**src/rtl/hid_pkg.sv**
```systemverilog
package hid_pkg;
    localparam logic [4:0] OFF_DELIV  = 5'h00;
    localparam logic [4:0] OFF_FORCE  = 5'h04;
    localparam logic [4:0] OFF_THRESH = 5'h08;
    localparam logic [4:0] OFF_TOP    = 5'h18;
    localparam logic [4:0] OFF_CLAIM  = 5'h1C;

    localparam logic [2:0] MODE_LVL_HI = 3'd6;
    localparam logic [2:0] MODE_LVL_LO = 3'd7;

    localparam int ID_W = 10;
endpackage

```
**src/rtl/hid_select.sv**
```systemverilog
module hid_select #(
    parameter int NSRC   = 8,
    parameter int HART_W = 2,
    parameter int PRIO_W = 3,
    parameter int HART   = 0
) (
    input  logic [NSRC:1]             pend,
    input  logic [NSRC:1]             en,
    input  logic [NSRC*HART_W-1:0]    tgt_hart,
    input  logic [NSRC*PRIO_W-1:0]    tgt_prio,
    input  logic [PRIO_W-1:0]         thresh,
    output logic                      found,
    output logic [hid_pkg::ID_W-1:0]  best_id,
    output logic [PRIO_W-1:0]         best_prio
);
    always_comb begin
        logic [PRIO_W-1:0] p;
        logic              ok;
        p         = '0;
        ok        = 1'b0;
        found     = 1'b0;
        best_id   = '0;
        best_prio = '0;
        for (int i = 1; i <= NSRC; i++) begin
            p = tgt_prio[(i-1)*PRIO_W +: PRIO_W];
            if (p == '0) p = PRIO_W'(1);
            ok = pend[i] && en[i] &&
                 (tgt_hart[(i-1)*HART_W +: HART_W] == HART_W'(HART)) &&
                 ((thresh == '0) || (p < thresh));
            // strict compare keeps the lowest source number on ties
            if (ok && (!found || (p < best_prio))) begin
                found     = 1'b1;
                best_id   = hid_pkg::ID_W'(i);
                best_prio = p;
            end
        end
    end
endmodule

```
**src/rtl/hid_hart_ctl.sv**
```systemverilog
module hid_hart_ctl #(
    parameter int PRIO_W = 3
) (
    input  logic              clk,
    input  logic              rst_n,
    input  logic              wr_deliv,
    input  logic              wr_force,
    input  logic              wr_thresh,
    input  logic              wbit,
    input  logic [PRIO_W-1:0] wthr,
    input  logic              empty_claim,
    output logic              deliv_q,
    output logic              force_q,
    output logic [PRIO_W-1:0] thresh_q
);
    always_ff @(posedge clk or negedge rst_n) begin
        if (!rst_n) begin
            deliv_q  <= 1'b0;
            force_q  <= 1'b0;
            thresh_q <= '0;
        end else begin
            if (wr_deliv)  deliv_q  <= wbit;
            if (wr_thresh) thresh_q <= wthr;
            if (wr_force)         force_q <= wbit;
            else if (empty_claim) force_q <= 1'b0;
        end
    end
endmodule

```
**src/rtl/hart_irq_dispatch.sv**
```systemverilog
module hart_irq_dispatch #(
    parameter int NSRC      = 8,
    parameter int NUM_HARTS = 2,
    parameter int HART_W    = 2,
    parameter int PRIO_W    = 3,
    localparam int HSEL_W   = (NUM_HARTS > 1) ? $clog2(NUM_HARTS) : 1,
    localparam int AW       = HSEL_W + 5
) (
    input  logic                      clk,
    input  logic                      rst_n,
    input  logic                      domain_en,
    input  logic [NSRC:1]             src_pending,
    input  logic [NSRC:1]             src_enable,
    input  logic [3*NSRC-1:0]         src_mode,
    input  logic [NSRC:1]             src_level,
    input  logic [NSRC*HART_W-1:0]    src_hart,
    input  logic [NSRC*PRIO_W-1:0]    src_prio,
    input  logic                      rd_en,
    input  logic [AW-1:0]             rd_addr,
    output logic [31:0]               rd_data,
    input  logic                      wr_en,
    input  logic [AW-1:0]             wr_addr,
    input  logic [31:0]               wr_data,
    output logic [NUM_HARTS-1:0]      hart_irq,
    output logic [NSRC:1]             pend_clr,
    output logic [NSRC:1]             pend_set
);
    import hid_pkg::*;

    logic [HSEL_W-1:0] rd_hsel, wr_hsel;
    logic [4:0]        rd_off, wr_off;
    logic              rd_ok, wr_ok, claim_rd;

    logic                 found     [NUM_HARTS];
    logic [ID_W-1:0]      best_id   [NUM_HARTS];
    logic [PRIO_W-1:0]    best_prio [NUM_HARTS];
    logic [PRIO_W-1:0]    thresh_q  [NUM_HARTS];
    logic [NUM_HARTS-1:0] deliv_vec, force_vec;

    logic                 sel_found;
    logic [ID_W-1:0]      sel_id;
    logic [PRIO_W-1:0]    sel_prio;
    logic [31:0]          top_val;
    logic                 unused_wr;

    assign rd_hsel  = rd_addr[AW-1:5];
    assign rd_off   = rd_addr[4:0];
    assign wr_hsel  = wr_addr[AW-1:5];
    assign wr_off   = wr_addr[4:0];
    assign unused_wr = &{1'b0, wr_data[31:PRIO_W]};

    generate
        if (NUM_HARTS == (1 << HSEL_W)) begin : g_full_sel
            assign rd_ok = 1'b1;
            assign wr_ok = 1'b1;
        end else begin : g_part_sel
            assign rd_ok = (rd_hsel < HSEL_W'(NUM_HARTS));
            assign wr_ok = (wr_hsel < HSEL_W'(NUM_HARTS));
        end
    endgenerate

    assign claim_rd = rd_en && rd_ok && (rd_off == OFF_CLAIM);

    generate
        for (genvar h = 0; h < NUM_HARTS; h++) begin : g_hart
            logic wsel, rsel;
            assign wsel = wr_en && wr_ok && (wr_hsel == HSEL_W'(h));
            assign rsel = (rd_hsel == HSEL_W'(h));

            hid_select #(
                .NSRC(NSRC), .HART_W(HART_W), .PRIO_W(PRIO_W), .HART(h)
            ) u_sel (
                .pend      (src_pending),
                .en        (src_enable),
                .tgt_hart  (src_hart),
                .tgt_prio  (src_prio),
                .thresh    (thresh_q[h]),
                .found     (found[h]),
                .best_id   (best_id[h]),
                .best_prio (best_prio[h])
            );

            hid_hart_ctl #(.PRIO_W(PRIO_W)) u_ctl (
                .clk         (clk),
                .rst_n       (rst_n),
                .wr_deliv    (wsel && (wr_off == OFF_DELIV)),
                .wr_force    (wsel && (wr_off == OFF_FORCE)),
                .wr_thresh   (wsel && (wr_off == OFF_THRESH)),
                .wbit        (wr_data[0]),
                .wthr        (wr_data[PRIO_W-1:0]),
                .empty_claim (claim_rd && rsel && !found[h]),
                .deliv_q     (deliv_vec[h]),
                .force_q     (force_vec[h]),
                .thresh_q    (thresh_q[h])
            );

            assign hart_irq[h] = domain_en && deliv_vec[h] &&
                                 (force_vec[h] || found[h]);
        end
    endgenerate

    assign sel_found = found[rd_hsel];
    assign sel_id    = best_id[rd_hsel];
    assign sel_prio  = best_prio[rd_hsel];
    assign top_val   = sel_found ? {6'd0, sel_id, 8'd0, 8'(sel_prio)} : 32'd0;

    always_comb begin
        rd_data = '0;
        if (rd_en && rd_ok) begin
            case (rd_off)
                OFF_DELIV:          rd_data = {31'd0, deliv_vec[rd_hsel]};
                OFF_FORCE:          rd_data = {31'd0, force_vec[rd_hsel]};
                OFF_THRESH:         rd_data = 32'(thresh_q[rd_hsel]);
                OFF_TOP, OFF_CLAIM: rd_data = top_val;
                default:            rd_data = '0;
            endcase
        end
    end

    always_comb begin
        logic [2:0] m;
        m        = '0;
        pend_clr = '0;
        pend_set = '0;
        for (int i = 1; i <= NSRC; i++) begin
            if (claim_rd && sel_found && (sel_id == ID_W'(i))) begin
                pend_clr[i] = 1'b1;
                m = src_mode[(i-1)*3 +: 3];
                if (((m == MODE_LVL_HI) && src_level[i]) ||
                    ((m == MODE_LVL_LO) && !src_level[i]))
                    pend_set[i] = 1'b1;
            end
        end
    end
endmodule

```
**config.mk**
```make
export PLATFORM = sky130hd
export DESIGN_NAME = hart_irq_dispatch
export DESIGN_NICKNAME = d
export VERILOG_FILES = /design/src/rtl/hid_pkg.sv /design/src/rtl/hid_select.sv /design/src/rtl/hid_hart_ctl.sv /design/src/rtl/hart_irq_dispatch.sv
export SDC_FILE = /design/constraint.sdc
export NUM_CORES = 1
export LEC_CHECK = 0
export ABC_AREA = 1
export BUFFER_PORTS_ARGS = -buffer_cell sky130_fd_sc_hd__buf_2
export CAP_MARGIN = 40
export CORE_ASPECT_RATIO = 1.25
export CORE_MARGIN = 2
export CORE_UTILIZATION = 45
export DETAILED_ROUTE_END_ITERATION = 10
export PLACE_DENSITY = 0.8
export SETUP_SLACK_MARGIN = 0.1
export SLEW_MARGIN = 20
export SYNTH_ARGS = -nofsm -noshare
export SYNTH_HDL_FRONTEND = slang
export SYNTH_SLANG_ARGS = --single-unit
```
**constraint.sdc**
```tcl
create_clock -name clk -period 9.2 [get_ports clk]
set_input_delay 0.92 -clock clk [delete_from_list [all_inputs] [get_ports clk]]
set_output_delay 0.92 -clock clk [all_outputs]
set_load 0.05 [all_outputs]
```
### Yosys cells after proc, flatten, opt, wreduce, memory -nomap -nowiden

Index checks and enable logic that the tools add are counted.

| word-level totals | value |
|---|---|
| output and inout port bits | 50 |
| logic and storage cells | 365 |
| bits in registers | 10 |
| input port bits | 137 |

| cells by class | value |
|---|---|
| bitwise operators | 3 |
| muxes and demuxes | 103 |
| equal/unequal tests | 38 |
| reduce and logical (&&, ||, !) cells | 183 |
| $lt $le $gt $ge | 32 |

Operators with widths:

| cell | count |
|---|---|
| case mux 32 bit (4 select lines) | 1 |
| 2-to-1 mux 3 bit | 38 |
| logical AND 1 bit | 96 |
| < comparator 3 bit | 30 |
| 2-to-1 mux 1 bit | 53 |
| equality test 3 bit (second input constant) | 16 |
| equality test 10 x 3 -> 1 bit (second input constant) | 4 |
| logical OR 1 bit | 40 |
| 2-to-1 mux 32 bit | 1 |
| logical NOT 3 bit | 10 |
| 2-to-1 mux 10 bit | 3 |
| 2-to-1 mux 26 bit | 1 |
| logical NOT 1 bit | 24 |
| equality test 10 x 2 -> 1 bit (second input constant) | 2 |
| equality test 2 x 1 -> 1 bit (second input constant) | 8 |
| logical NOT 2 bit | 8 |
| equality test 10 x 1 -> 1 bit (second input constant) | 1 |
| equality test 10 x 4 -> 1 bit (second input constant) | 1 |
| equality test 5 x 3 -> 1 bit (second input constant) | 2 |
| equality test 5 x 4 -> 1 bit (second input constant) | 2 |
| equality test 5 bit (second input constant) | 2 |
| logical NOT 5 bit | 2 |
| 2-to-1 mux 2 bit | 4 |
| 2-to-1 mux 4 bit | 2 |
| 6 further kinds | 8 |

### Longest topological paths before layout

Gate-level depths: netlist of run 1.

| logic depth | value |
|---|---|
| depth after elaboration | 40 |
| gate-level depth with buffers | 82 |
| depth with buffers taken out | 82 |

### Modules after synthesis

From an unflattened synthesis of run 1, not the netlist that was laid out.

| unflattened totals | value |
|---|---|
| cells, all modules | 828 |
| area, all modules | 4763.3 sq um |

Modules (own cells, without submodules):

| module | area each (sq um) | cells an instance | seq. area each (sq um) | times used |
|---|---|---|---|---|
| hid_select (g_hart[1].u_sel) | 1699.1 | 281 | 0.0 | 1 |
| hid_select (g_hart[0].u_sel) | 1645.3 | 276 | 0.0 | 1 |
| hart_irq_dispatch | 1038.5 | 229 | 0.0 | 1 |
| hid_hart_ctl | 190.2 | 21 | 125.1 | 2 |

### Worst setup path before layout of run 1

Ideal clock, no wire load.

| timing | value |
|---|---|
| kind | in2out |
| start | input port src_prio[2] |
| end | output port pend_set[8] (netlist name) |
| stages | 58 |
| setup slack | -0.088 ns |
| data arrival time | 8.368 ns |
| path through | ha_1 -> nand2_1 -> nand2_1 -> inv_1 -> nand2_1 -> nand2_1 -> nand2_1 -> inv_2 -> nand2_1 -> ha_1 -> a21oi_1 -> nand2_1 -> nand2_2 -> nand2_4 -> o21ai_0 -> inv_1 -> ha_1 -> a21oi_1 -> [22 not listed] -> nand2_1 -> o21a_1 -> ha_1 -> a21oi_1 -> nand2_1 -> nand2_2 -> nand2_2 -> o21a_1 -> ha_1 -> a21oi_1 -> nand2_1 -> nand2_2 -> nand2_4 -> nand2_4 -> nand2_8 -> inv_2 -> nand3_2 -> nor2_1 |

| between the ends | value |
|---|---|
| longest elaborated chain between the ends | 40 |
| elaborated cells on any way between the ends | 120 |
| those cells by class | 16 x order compare; 1 x eq/ne; 54 x mux; 49 x reduce/logical |

Ends and longest elaborated chain:

| item | RTL line | text |
|---|---|---|
| start, declared | hart_irq_dispatch.sv:17 | `input logic [NSRC*PRIO_W-1:0] src_prio,` |
| logical NOT 3 bit | hid_select.sv:26 | `if (p == '0) p = PRIO_W'(1);` |
| 2-to-1 mux 3 bit * | hid_select.sv:26 |  |
| < comparator 3 bit | hid_select.sv:29 | `((thresh == '0) \|\| (p < thresh));` |
| logical OR 1 bit | hid_select.sv:29 |  |
| logical AND 1 bit | hid_select.sv:28 | `(tgt_hart[(i-1)*HART_W +: HART_W] == HART_W'(HART)) &&` |
| 2-to-1 mux 3 bit / 2-to-1 mux 1 bit (equally long branches) | hid_select.sv:31 | `if (ok && (!found \|\| (p < best_prio))) begin` |
| < comparator 3 bit / logical NOT 1 bit (equally long branches) | hid_select.sv:31 |  |
| logical OR 1 bit | hid_select.sv:31 |  |
| [22 not listed] | n/a |  |
| < comparator 3 bit / logical NOT 1 bit (equally long branches) | hid_select.sv:31 |  |
| logical OR 1 bit | hid_select.sv:31 |  |
| logical AND 1 bit | hid_select.sv:31 |  |
| 2-to-1 mux 4 bit / 2-to-1 mux 1 bit (equally long branches) | hid_select.sv:31 |  |
| 2-to-1 mux 10 bit (not written as such) / 2-to-1 mux 1 bit (equally long branches) (3 in series) | hart_irq_dispatch.sv:103, hart_irq_dispatch.sv:102 |  |
| equality test 10 x 4 -> 1 bit / logical AND 1 bit (equally long branches) | hart_irq_dispatch.sv:126 | `if (claim_rd && sel_found && (sel_id == ID_W'(i))) begin` |
| logical AND 1 bit * | hart_irq_dispatch.sv:126 |  |
| 2-to-1 mux 1 bit * | hart_irq_dispatch.sv:126 |  |
| end, declared | hart_irq_dispatch.sv:26 | `output logic [NSRC:1] pend_set` |

Every way passes the cells marked *; elsewhere a longest branch is shown, timed or not. The select of a mux whose other input is x is not followed.

### Worst setup path after layout of run 1

| timing | value |
|---|---|
| start | input port src_prio[2] |
| end | output port pend_clr[6] (netlist name) |

| between the ends | value |
|---|---|
| longest elaborated chain between the ends | 40 |
| elaborated cells on any way between the ends | 120 |
| those cells by class | 16 x order compare; 1 x eq/ne; 54 x mux; 49 x reduce/logical |

Ends and longest elaborated chain:

| item | RTL line | text |
|---|---|---|
| logical NOT 3 bit | hid_select.sv:26 |  |
| 2-to-1 mux 3 bit * | hid_select.sv:26 |  |
| < comparator 3 bit | hid_select.sv:29 |  |
| logical OR 1 bit | hid_select.sv:29 |  |
| logical AND 1 bit | hid_select.sv:28 |  |
| 2-to-1 mux 3 bit / 2-to-1 mux 1 bit (equally long branches) | hid_select.sv:31 |  |
| < comparator 3 bit / logical NOT 1 bit (equally long branches) | hid_select.sv:31 |  |
| logical OR 1 bit | hid_select.sv:31 |  |
| [22 not listed] | n/a |  |
| < comparator 3 bit / logical NOT 1 bit (equally long branches) | hid_select.sv:31 |  |
| logical OR 1 bit | hid_select.sv:31 |  |
| logical AND 1 bit | hid_select.sv:31 |  |
| 2-to-1 mux 4 bit / 2-to-1 mux 1 bit (equally long branches) | hid_select.sv:31 |  |
| 2-to-1 mux 10 bit (not written as such) / 2-to-1 mux 1 bit (equally long branches) (3 in series) | hart_irq_dispatch.sv:103, hart_irq_dispatch.sv:102 |  |
| equality test 10 x 3 -> 1 bit / logical AND 1 bit (equally long branches) | hart_irq_dispatch.sv:126 |  |
| logical AND 1 bit * | hart_irq_dispatch.sv:126 |  |
| 2-to-1 mux 1 bit * | hart_irq_dispatch.sv:126 |  |
| end, declared | hart_irq_dispatch.sv:25 | `output logic [NSRC:1] pend_clr,` |

Marked as above.

==> results by group, run 1 <==
Final layout
  – Non-Filler Instances: between 1000 and 1500
  – Design area: 0.00623 mm^2
  – Layout cells sized above 1: a little over two fifths
  – Most common cell after layout, fill and taps aside: nand2_1
  – Multi-input gate area: approximately 0.0038 mm^2
  – Fillcell total: 710
  – Final #Nets: approximately 1100
  – Area Overhead vs Synth: 51.4%
  – Sequential cell area: approximately 250 um^2
  – Most frequent cells in the layout: nand2_1, buf_2, buf_4, inv_1, nand3_1

Setup path
  – Worst R2R Start: g_hart[1].u_ctl.thresh_q[2]$_DFFE_PN0P_
  – FF-to-FF End: g_hart[1].u_ctl.force_q$_DFFE_PN0P_
  – CP Data Required Time: 8.28 ns
  – WS Path Type: in -> out
  – Worst EP arrival: ~8.6 ns
  – Worst Setup End Kind: primary output
  – Max Fanout on Critical Path: 7
  – CP max-delay cell: ha_1
  – Startpoint types: input port
  – Max incr delay on CP: between 0.3 and 0.4 ns
  – R2r setup slk: ~5.3 ns
  – FF-to-FF path depth: 25

Logic synthesis
  – Synth Area in Simple Gates: 48.4%
  – Yosys Warn Count: 0
  – Top cell type's share of synthesized area: between 10% and 20%
  – Top_reg_cell synth: dfrtp_1
  – Synth Area in Compound Gates: 13.0%
  – Post-synthesis adder-cell area fraction: roughly 18%
  – Number of synthesized flops with an enable pin: 0
  – Main combinational cell family by area after synthesis: simple AND/OR/NAND/NOR gates
  – Yosys reg bits: 10
  – FFs w/ async S/R, synth: 100%
  – Synth Cell Area: around 0.004 mm^2
  – Largest cells by area after synthesis: ha_1, nand2_1, nand3_1, inv_1, a21oi_1
  – Sequential area share after synthesis: 6.08%
  – Average cell area after synthesis: roughly 5.8 um^2
  – Synth Area in XOR/XNOR: 0%
  – Distinct cells, synth: 36
  – Post-synth top area cell: ha_1
  – Post-synthesis mux area share: 0%
  – Post-synthesis cell count: 706

Clock tree
  – Clk buf depth: 2
  – Worst-path clk slew: approximately 0.040 ns
  – H-Tree Depth: 1
  – CTS root buf: clkbuf_16
  – Worst-Skew Late Latency: ~0.23 ns
  – CTS tree: done
  – Clock Sink Count: 10
  – CTS Hold Buffers Added: 0
  – CTS buffer count: 3

Timing
  – Worst-Margin Slew: about 0.72 ns
  – Setup ws final: -0.358 ns
  – Relative slew slack: 51.8%
  – Pins Over Slew Limit: 0
  – Final period util: 104%
  – Final Setup Violations: 23
  – Max Freq: 0.105 GHz
  – Hold Vio Cnt, Final: 0
  – Clock skew: approximately 0.00033 ns
  – Crit path time final: 9.56 ns
  – RSZ-0062 raised after global routing: true

Power
  – Switching power total: between 0.0002 and 0.00025 W
  – Combinational share of power: 72.6%
  – Peak VDD IR: around 0.061 mV
  – Power Density: about 80 mW/mm^2
  – Cell Int Power: 0.000253 W
  – Lkg Pwr: between 3 and 4 nW
  – Clk pwr share: between 10% and 20%
  – Sequential share of power: a little under an eighth
  – Net Sw Frac: 48.6%

Global routing
  – Total track usage: 25.2%
  – Largest net degree at the start of global routing: 18
  – Vias in the first global route: ~5000
  – Grt total ovfl: 0
  – Antenna violations before repair: 1
  – First-pass GRT wire length: between 20000 and 25000 um

Die
  – Initial Utilization: 45.6%
  – I/O pin total: between 150 and 200
  – Die Area: 0.00993 mm^2
  – Row count: 39
  – Core Footprint: approximately 0.009 mm^2
  – Die Ht: 111 um
  – Die W: between 80 and 90 um

Placed design
  – Setup slack at placement: -0.671 ns
  – Post-Place Cells: about 1000
  – Buffers on Ports: approximately 130
  – Post-place instance area: approximately 0.0052 mm^2
  – Hpwl dp: 9740 um
  – Final GP Congestion: roughly 0.93

Routing
  – Starting DRT DRC Count: approximately 290
  – DRC Markers: 0
  – Final WL: 14100 um
  – Drt wl/cell: approximately 13 um
  – Via density per instance: ~5.2
  – 1st-pass router iterations: 4
  – DR vias: 5465
  – Final ANT Viol Nets: 0

Run status
  – Status: finished, violations left
  – Failing checks: negative setup slack

Run
  – Max-capacitance violation count: 0

Min path
  – Worst hold path type: in -> async
-- area by class of cell --
| cell class | count | area share [%] |
|---|---|---|
| Inverter | 93 | 5.68 |
| Antenna cell | 1 | 0.0402 |
| Timing Repair Buffer | 231 | 25.4 |
| Clock buffer | 3 | 1.20 |
| Multi-Input combinational cell | 584 | 61.2 |
| Sequential cell | 10 | 4.02 |
| Tap cell | 123 | 2.47 |
-- worst max-delay path by stage --
stage,from,end,cells after the start
floorplan,src_prio[2],pend_clr[5],61
global placement,src_prio[2],pend_set[5],63
detailed placement,src_prio[2],pend_set[5],63
CTS,src_prio[2],pend_set[5],77
global route,src_prio[2],pend_clr[6],80
finish,src_prio[2],pend_clr[6],78
-- metrics by stage --
step	TNS (ns)	utilization (%)	hold slack, ns	total power, W
finish	-5.79	69.0	0.539	0.000492
global route	-18.11	69.0	0.556	0.000530
CTS	0	63.1	0.537	0.000452
detailed placement	-12.86	57.8	0.522	0.000354
global placement	-8.16	57.8	0.517	0.000347
floorplan	-0.290	-	0.475	0.000264
-- layer usage --
layer  wire length, um  GRT usage, %
met4               592          7.26
met1              5100          28.1
met5                 0             0
met2              7480          48.4
met3               904          2.23
-- logic make-up (layout without fill, tap and decap cells) --
group           count (synthesis)  after routing
fa+ha+maj                      58             58
flops                          10             10
buf+inv                       136            327
compound gates                100            100
simple gates                  401            401
other cells                     1             26
-- what timing repair did --
action,CTS,global route
cloned,0,0
buffers inserted,23,17
gates resized for setup,74,101
pin swaps,18,48
endpoints found under the setup margin,23,23
-- state kept, by name, summed over array words and instances (netlist names) --
name	cells
g_hart.u_ctl.deliv_q	2
g_hart.u_ctl.force_q	2
g_hart.u_ctl.thresh_q	6
-- power by group through the flow --
stage | Sequential, W | Combinational [W] | Clock, W
after floorplan | 0.0000556 | 0.000208 | 0
after global placement | 0.0000589 | 0.000288 | 0
after detailed placement | 0.0000588 | 0.000296 | 0
after CTS | 0.0000584 | 0.000319 | 0.0000751
after global routing | 0.0000596 | 0.000393 | 0.0000772
final | 0.0000588 | 0.000357 | 0.0000759
-- worst max-delay path: cells and delay by family --
| family | cells | cell delay [ns] |
|---|---|---|
| AND/OR/NAND/NOR | 48 | 3.63 |
| adder cells (fa/ha/maj) | 8 | 2.10 |
| buffers and inverters | 15 | 1.06 |
| AO/OA/AOI/OAI | 7 | 0.88 |
-- cells in the mapped netlist (2+ instances only) --
master,instances
buf_4,26
a31oi_1,2
nand2_4,13
o21a_1,5
nand4_1,10
nor2_2,2
dfrtp_1,10
or2_2,13
inv_2,9
o21ai_1,3
and2_1,2
buf_2,2
ha_1,58
nor4_1,5
nor3_1,6
clkbuf_1,15
nor3_2,8
a21oi_1,53
nand3_1,67
clkinv_1,3
nand2_2,30
nand3_2,6
nor2_1,49
o21ai_0,33
nand2_1,185
inv_1,81
(Power assumes the default switching activity.)
==> inputs of run 2 (changes only) <==
PLACE_DENSITY = 0.77   (was 0.8)
==> run 2 against run 1 <==
Against the previous run: the run still ends with negative setup slack left; die area unchanged; first-iteration DRC count up 24%; sequential share of layout area about the same; hold slack worse by 0.011 ns; sequential power about the same; non-clock buffer count up 10; via count down 1.9%; largest cell class unchanged.
==> results by group, run 2 (synthesis gave the netlist of run 1 again) <==
Routing
  – Drt wl/cell: 13.0 um (was 13.5 um)
  – Starting DRT DRC Count: 362 (was 291)
  – DR vias: 5359 (was 5465)
  – Final ANT Viol Nets: 0 (unchanged)
  – Via density per instance: 5.08 (was 5.23)
  – Final WL: 13700 um (was 14100 um)
  – 1st-pass router iterations: 5 (was 4)
  – DRC Markers: 0 (unchanged)

Timing
  – Crit path time final: 9.39 ns (was 9.56 ns)
  – Relative slew slack: 38.3% (was 51.8%)
  – Setup ws final: -0.194 ns (was -0.358 ns)
  – Max Freq: 0.106 GHz (was 0.105 GHz)
  – Worst-Margin Slew: 0.902 ns (was 0.716 ns)
  – Final period util: 102% (was 104%)
  – Hold Vio Cnt, Final: 0 (unchanged)
  – Pins Over Slew Limit: 0 (unchanged)
  – Worst hold margin: 0.528 ns (was 0.539 ns)
  – Final Setup Violations: 21 (was 23)
  – Clock skew: 0.00339 ns (was 0.000326 ns)
  – RSZ-0062 raised after global routing: true (unchanged)

Die
  – Die Area: 0.00993 mm^2 (unchanged)
  – Core Footprint: 0.00903 mm^2 (unchanged)
  – Die Ht: 111 um (unchanged)
  – Die W: 89.5 um (unchanged)
  – Row count: 39 (unchanged)
  – I/O pin total: 187 (unchanged)
  – Initial Utilization: 45.6% (unchanged)

Placed design
  – Final GP Congestion: 0.950 (was 0.930)
  – Setup slack at placement: -0.599 ns (was -0.671 ns)
  – Hpwl dp: 9710 um (was 9740 um)
  – Post-place instance area: 0.00524 mm^2 (was 0.00522 mm^2)
  – Post-Place Cells: 1002 (was 999)
  – Buffers on Ports: 132 (unchanged)

Clock tree
  – CTS buffer count: 3 (unchanged)
  – H-Tree Depth: 1 (unchanged)
  – CTS tree: done (unchanged)
  – CTS root buf: clkbuf_16 (unchanged)
  – Worst-path clk slew: 0.04 ns (about the same)
  – Clock Sink Count: 10 (unchanged)
  – CTS Hold Buffers Added: 0 (unchanged)
  – Clk buf depth: 2 (unchanged)
  – Worst-Skew Late Latency: 0.23 ns (about the same)

Min path
  – Hold Path Origin: g_hart[0].u_ctl.force_q$_DFFE_PN0P_
  – Worst hold path type: reg -> reg (was in -> async)

Global routing
  – Largest net degree at the start of global routing: 18 (unchanged)
  – Total track usage: 24.8% (was 25.2%)
  – First-pass GRT wire length: 20400 um (was 20900 um)
  – Vias in the first global route: 4907 (was 4989)
  – Antenna violations before repair: 0 (was 1)
  – Grt total ovfl: 0 (unchanged)

Final layout
  – Design area: 0.00630 mm^2 (was 0.00623 mm^2)
  – Area Overhead vs Synth: 53.1% (was 51.4%)
  – Max reg flops: 6 (unchanged)
  – Non-Filler Instances: 1054 (was 1045)
  – Layout cells sized above 1: 44.4% (was 43.9%)
  – Most frequent cells in the layout: nand2_1, buf_2, buf_4, inv_1, nand3_1 (unchanged)
  – Finished Core Util: 69.8% (was 69.0%)
  – Most common cell after layout, fill and taps aside: nand2_1 (unchanged)
  – ANT cells: 0 (was 1)
  – Largest regs: g_hart.u_ctl.thresh_q x6, g_hart.u_ctl.deliv_q x2, g_hart.u_ctl.force_q x2 (unchanged)
  – Final #Nets: 1128 (was 1118)
  – Top reg by flops: g_hart.u_ctl.thresh_q (unchanged)

Setup path
  – CP max-delay cell: ha_1 (unchanged)
  – Max Fanout on Critical Path: 7 (unchanged)
  – Startpoint types: input port (unchanged)
  – Worst Setup End Kind: primary output (unchanged)
  – Launch point of the worst path: src_prio[2] (unchanged)
  – Worst R2R Start: g_hart[1].u_ctl.thresh_q[2]$_DFFE_PN0P_ (unchanged)
  – Crit-path most repeated cell: nand2_1
  – Max incr delay on CP: 0.30 ns (was 0.32 ns)
  – Worst EP arrival: 8.47 ns (was 8.64 ns)
  – CP Data Required Time: 8.28 ns (about the same)
  – WS Path Type: in -> out (unchanged)

Power
  – Power Density: 78.0 mW/mm^2 (was 78.9 mW/mm^2)
  – Peak VDD IR: 0.0619 mV (was 0.0610 mV)
  – Lkg Pwr: 3.34 nW (was 3.29 nW)

Run
  – Max-capacitance violation count: 0 (unchanged)

Run status
  – Status: finished, violations left (unchanged)
  – Failing checks: negative setup slack (unchanged)
==> run 2: changes by cell type in the layout (fill, tap and decap cells not counted), sizes merged <==
cell | previous run | this run
inv | 90 | 91
buf | 229 | 239
clkinv | 3 | 2
diode | 1 | 0
==> run 2: worst paths after layout <==
kind / depth (start not counted) / slack [ns] / end
max in group asynchronous: 1 / 8.47 / g_hart[0].u_ctl.thresh_q[1]$_DFFE_PN0P_
min in group asynchronous: 1 / 0.54 / g_hart[1].u_ctl.deliv_q$_DFFE_PN0P_
max reg2reg: 25 / 5.30 / g_hart[1].u_ctl.force_q$_DFFE_PN0P_
min: 2 / 0.53 / g_hart[0].u_ctl.force_q$_DFFE_PN0P_
max: 78 / -0.19 / pend_set[5]
min reg2reg: 2 / 0.53 / g_hart[0].u_ctl.force_q$_DFFE_PN0P_
==> run 2: worst max-delay path: cells and delay by family <==
kind            cells  cell delay, ns
fa+ha+maj           8            2.14
buf+inv            15            0.99
compound gates      6            0.76
simple gates       49            3.64
==> run 2: per-layer routing <==
layer / global-route usage, % / up-vias / wire (um)
li1: - / 2718 / -
met1: 27.1 / 2388 / 5100
met2: 47.7 / 198 / 7130
met3: 1.27 / 55 / 724
met4: 8.96 / 0 / 705
met5: 0 / - / 0
==> run 2: report_power, final <==
group / switching (W) / leakage, nW / total (W) / internal, W
combinational: 0.000209 / 3.17 / 0.000358 / 0.000149
clock: 0.0000179 / 0.0370 / 0.0000740 / 0.0000561
sequential: 0.00000829 / 0.132 / 0.0000588 / 0.0000505
==> run 2: what timing repair did <==
item | in CTS | in global routing
buffers inserted | 35 | 12
pin swaps | 40 | 27
setup endpoints to repair | 23 | 23
gates resized for setup | 86 | 92
==> run 2: layout make-up <==
type,instances,area (um^2)
multi-input combinational,584,3810
fill,748,2730
timing repair buffer,241,1660
inverter,93,354
sequential,10,250
tap,123,154
clock buffer,3,75.1
==> run 2: stage by stage <==
stage | setup TNS, ns | total power, W
6_report | -2.29 | 0.000491
5_1_grt | -15.69 | 0.000536
4_1_cts | 0 | 0.000459
3_5_place_dp | -11.45 | 0.000357
3_3_place_gp | -8.63 | 0.000351
2_1_floorplan | -0.290 | 0.000264
==> inputs of run 3 (changes only) <==
CORE_UTILIZATION = 32   (was 45)
PLACE_DENSITY = 0.55   (was 0.77)
clock period = 11.3 ns   (was 9.2 ns; I/O delays follow)
==> run 3 against run 2 <==
Against the previous run: the run now ends clean; critical path depth fell by 14; global-route usage shrank 7.8 points; utilization shrank 31 points; clock power down 5.8%; power down 31%; via count fell by 14%; non-clock buffer count shrank 105; hold slack got worse by 0.012 ns; first-iteration DRC count shrank 50%.
==> results by group, run 3 (synthesis gave the netlist of run 1 again) <==
Die
  – Row count: 46 (was 39)
  – Core Footprint: 0.0126 mm^2 (was 0.00903 mm^2)
  – Die W: 105 um (was 89.5 um)
  – Die Area: 0.0138 mm^2 (was 0.00993 mm^2)
  – Initial Utilization: 32.7% (was 45.6%)
  – Die Ht: 131 um (was 111 um)
  – I/O pin total: 187 (unchanged)

Setup path
  – Worst Setup End Kind: primary output (unchanged)
  – Worst R2R Start: g_hart[1].u_ctl.thresh_q[2]$_DFFE_PN0P_ (unchanged)
  – CP max-delay cell: ha_1 (unchanged)
  – FF-to-FF path depth: 22 (was 25)
  – Worst EP arrival: 9.17 ns (was 8.47 ns)
  – Startpoint types: input port (unchanged)
  – Crit-path most repeated cell: nand2_1 (unchanged)
  – CP Data Required Time: 10.17 ns (was 8.28 ns)
  – Max incr delay on CP: 0.32 ns (was 0.30 ns)
  – FF-to-FF End: g_hart[1].u_ctl.force_q$_DFFE_PN0P_ (unchanged)
  – R2r setup slk: 7.60 ns (was 5.30 ns)
  – Max Fanout on Critical Path: 8 (was 7)
  – WS Path Type: in -> out (unchanged)

Clock tree
  – Worst-path clk slew: 0.04 ns (about the same)
  – H-Tree Depth: 1 (unchanged)
  – Clock Sink Count: 10 (unchanged)
  – Post-cts resize count: 0 (was 86)
  – Worst-Skew Late Latency: 0.24 ns (was 0.23 ns)
  – CTS root buf: clkbuf_16 (unchanged)
  – CTS tree: done (unchanged)
  – Post-CTS Setup Bufs: 0 (was 35)
  – Clk buf depth: 2 (unchanged)
  – CTS Hold Buffers Added: 0 (unchanged)
  – CTS buffer count: 3 (unchanged)

Min path
  – Worst Hold End: g_hart[1].u_ctl.thresh_q[2]$_DFFE_PN0P_ (was g_hart[0].u_ctl.force_q$_DFFE_PN0P_)
  – Hold Path Origin: g_hart[1].u_ctl.thresh_q[2]$_DFFE_PN0P_ (was g_hart[0].u_ctl.force_q$_DFFE_PN0P_)
  – Worst hold path type: reg -> reg (unchanged)
  – Hold depth: 2 (unchanged)

Routing
  – 1st-pass router iterations: 6 (was 5)
  – DRC Markers: 0 (unchanged)
  – Final WL: 12000 um (was 13700 um)
  – Via density per instance: 4.64 (was 5.08)
  – DR vias: 4618 (was 5359)
  – Final ANT Viol Nets: 0 (unchanged)
  – Drt wl/cell: 12.0 um (was 13.0 um)
  – Starting DRT DRC Count: 180 (was 362)

Final layout
  – Most frequent cells in the layout: nand2_1, buf_2, inv_1, nand3_1, ha_1 (was nand2_1, buf_2, buf_4, inv_1, nand3_1)
  – Final #Nets: 1023 (was 1128)
  – Most common cell after layout, fill and taps aside: nand2_1 (unchanged)
  – Fillcell total: 1453 (was 748)
  – Largest regs: g_hart.u_ctl.thresh_q x6, g_hart.u_ctl.deliv_q x2, g_hart.u_ctl.force_q x2 (unchanged)
  – Layout cells sized above 1: 27.2% (was 44.4%)
  – Top reg by flops: g_hart.u_ctl.thresh_q (unchanged)
  – Max reg flops: 6 (unchanged)
  – ANT cells: 0 (unchanged)
  – Design area: 0.00494 mm^2 (was 0.00630 mm^2)
  – Finished Core Util: 39.2% (was 69.8%)
  – Area Overhead vs Synth: 20.0% (was 53.1%)

Power
  – Power Density: 68.8 mW/mm^2 (was 78.0 mW/mm^2)
  – Peak VDD IR: 0.0404 mV (was 0.0619 mV)
  – Lkg Pwr: 2.74 nW (was 3.34 nW)

Global routing
  – Grt total ovfl: 0 (unchanged)
  – Vias in the first global route: 4245 (was 4907)
  – First-pass GRT wire length: 19500 um (was 20400 um)
  – Largest net degree at the start of global routing: 18 (unchanged)
  – Grt met2 use: 33.9% (was 47.7%)
  – Met3 Use GR: 1.04% (was 1.27%)
  – Busiest grt layer: met2 (unchanged)
  – Met1 Resource Use GR: 20.2% (was 27.1%)
  – Total track usage: 17.0% (was 24.8%)
  – Antenna violations before repair: 0 (unchanged)

Placed design
  – Final GP Congestion: 0.801 (was 0.950)
  – Setup slack at placement: 0.767 ns (was -0.599 ns)
  – Hpwl dp: 10100 um (was 9710 um)
  – Buffers on Ports: 132 (unchanged)
  – Post-place instance area: 0.00483 mm^2 (was 0.00524 mm^2)

Run
  – Max-capacitance violation count: 0 (unchanged)

Timing
  – Relative slew slack: 56.6% (was 38.3%)
  – Pins Over Slew Limit: 0 (unchanged)
  – Fin Setup TNS: 0 ns (was -2.29 ns)
  – Final period util: approximately nine tenths
  – Setup ws final: 1.00 ns (was -0.194 ns)
  – RSZ-0062 raised after global routing: false (was true)
  – Max Freq: between 0.09 and 0.1 GHz
  – Crit path time final: 10.30 ns
  – Worst-Margin Slew: 0.645 ns (was 0.902 ns)
  – Worst hold margin: 0.515 ns (was 0.528 ns)
  – Hold Vio Cnt, Final: 0 (unchanged)
  – Final Setup Violations: 0 (was 21)
  – Clock skew: 0.000561 ns (was 0.00339 ns)

Run status
  – Status: finished, final reports clean (was finished, violations left)
==> run 3: critical path, delay by kind of cell <==
| kind | cells | cell delay (ns) |
|---|---|---|
| AND/OR/NAND/NOR | 37 | 2.86 |
| adder cells (fa/ha/maj) | 8 | 2.37 |
| AO/OA/AOI/OAI | 12 | 1.88 |
| buffers and inverters | 7 | 0.91 |
==> run 3: report_power, final <==
part	switching (W)	leakage, nW	internal, W	total, W
combinational	0.000144	2.57	0.0000783	0.000222
clock	0.0000165	0.0442	0.0000532	0.0000697
sequential	0.00000682	0.132	0.0000411	0.0000479
==> run 3: how the worst max path moves through the flow <==
stage                      from          end  slack [ns]  depth (start not counted)
CTS                 src_prio[2]  pend_set[5]        0.77                         70
global placement    src_prio[2]  pend_set[5]        0.79                         67
floorplan           src_prio[2]  pend_set[8]        1.59                         58
finish              src_prio[2]  pend_set[6]        1.00                         64
global route        src_prio[2]  pend_set[5]        0.12                         70
detailed placement  src_prio[2]  pend_set[5]        0.77                         70
==> run 3: final cells by class <==
class / count / area, um^2 / area share, %
Inverter: 93 / 349 / 7.07
Sequential cell: 10 / 250 / 5.07
Timing Repair Buffer: 136 / 694 / 14.1
Multi-Input combinational cell: 584 / 3350 / 67.7
Tap cell: 168 / 210 / 4.26
Clock buffer: 4 / 88.8 / 1.80
==> run 3: metal layers <==
layer	part of all wire [%]	up-vias
met2	50	121
li1	-	2498
met1	44	1991
met5	0	-
met4	0.66	0
met3	4.5	8
==> run 3: per-stage QoR <==
| stage | total power, W | instances |
|---|---|---|
| 5_1_grt | 0.000376 | 995 |
| 3_3_place_gp | 0.000270 | 989 |
| 3_5_place_dp | 0.000272 | 990 |
| 4_1_cts | 0.000343 | 994 |
| 2_1_floorplan | 0.000214 | 730 |
| 6_report | 0.000340 | 995 |
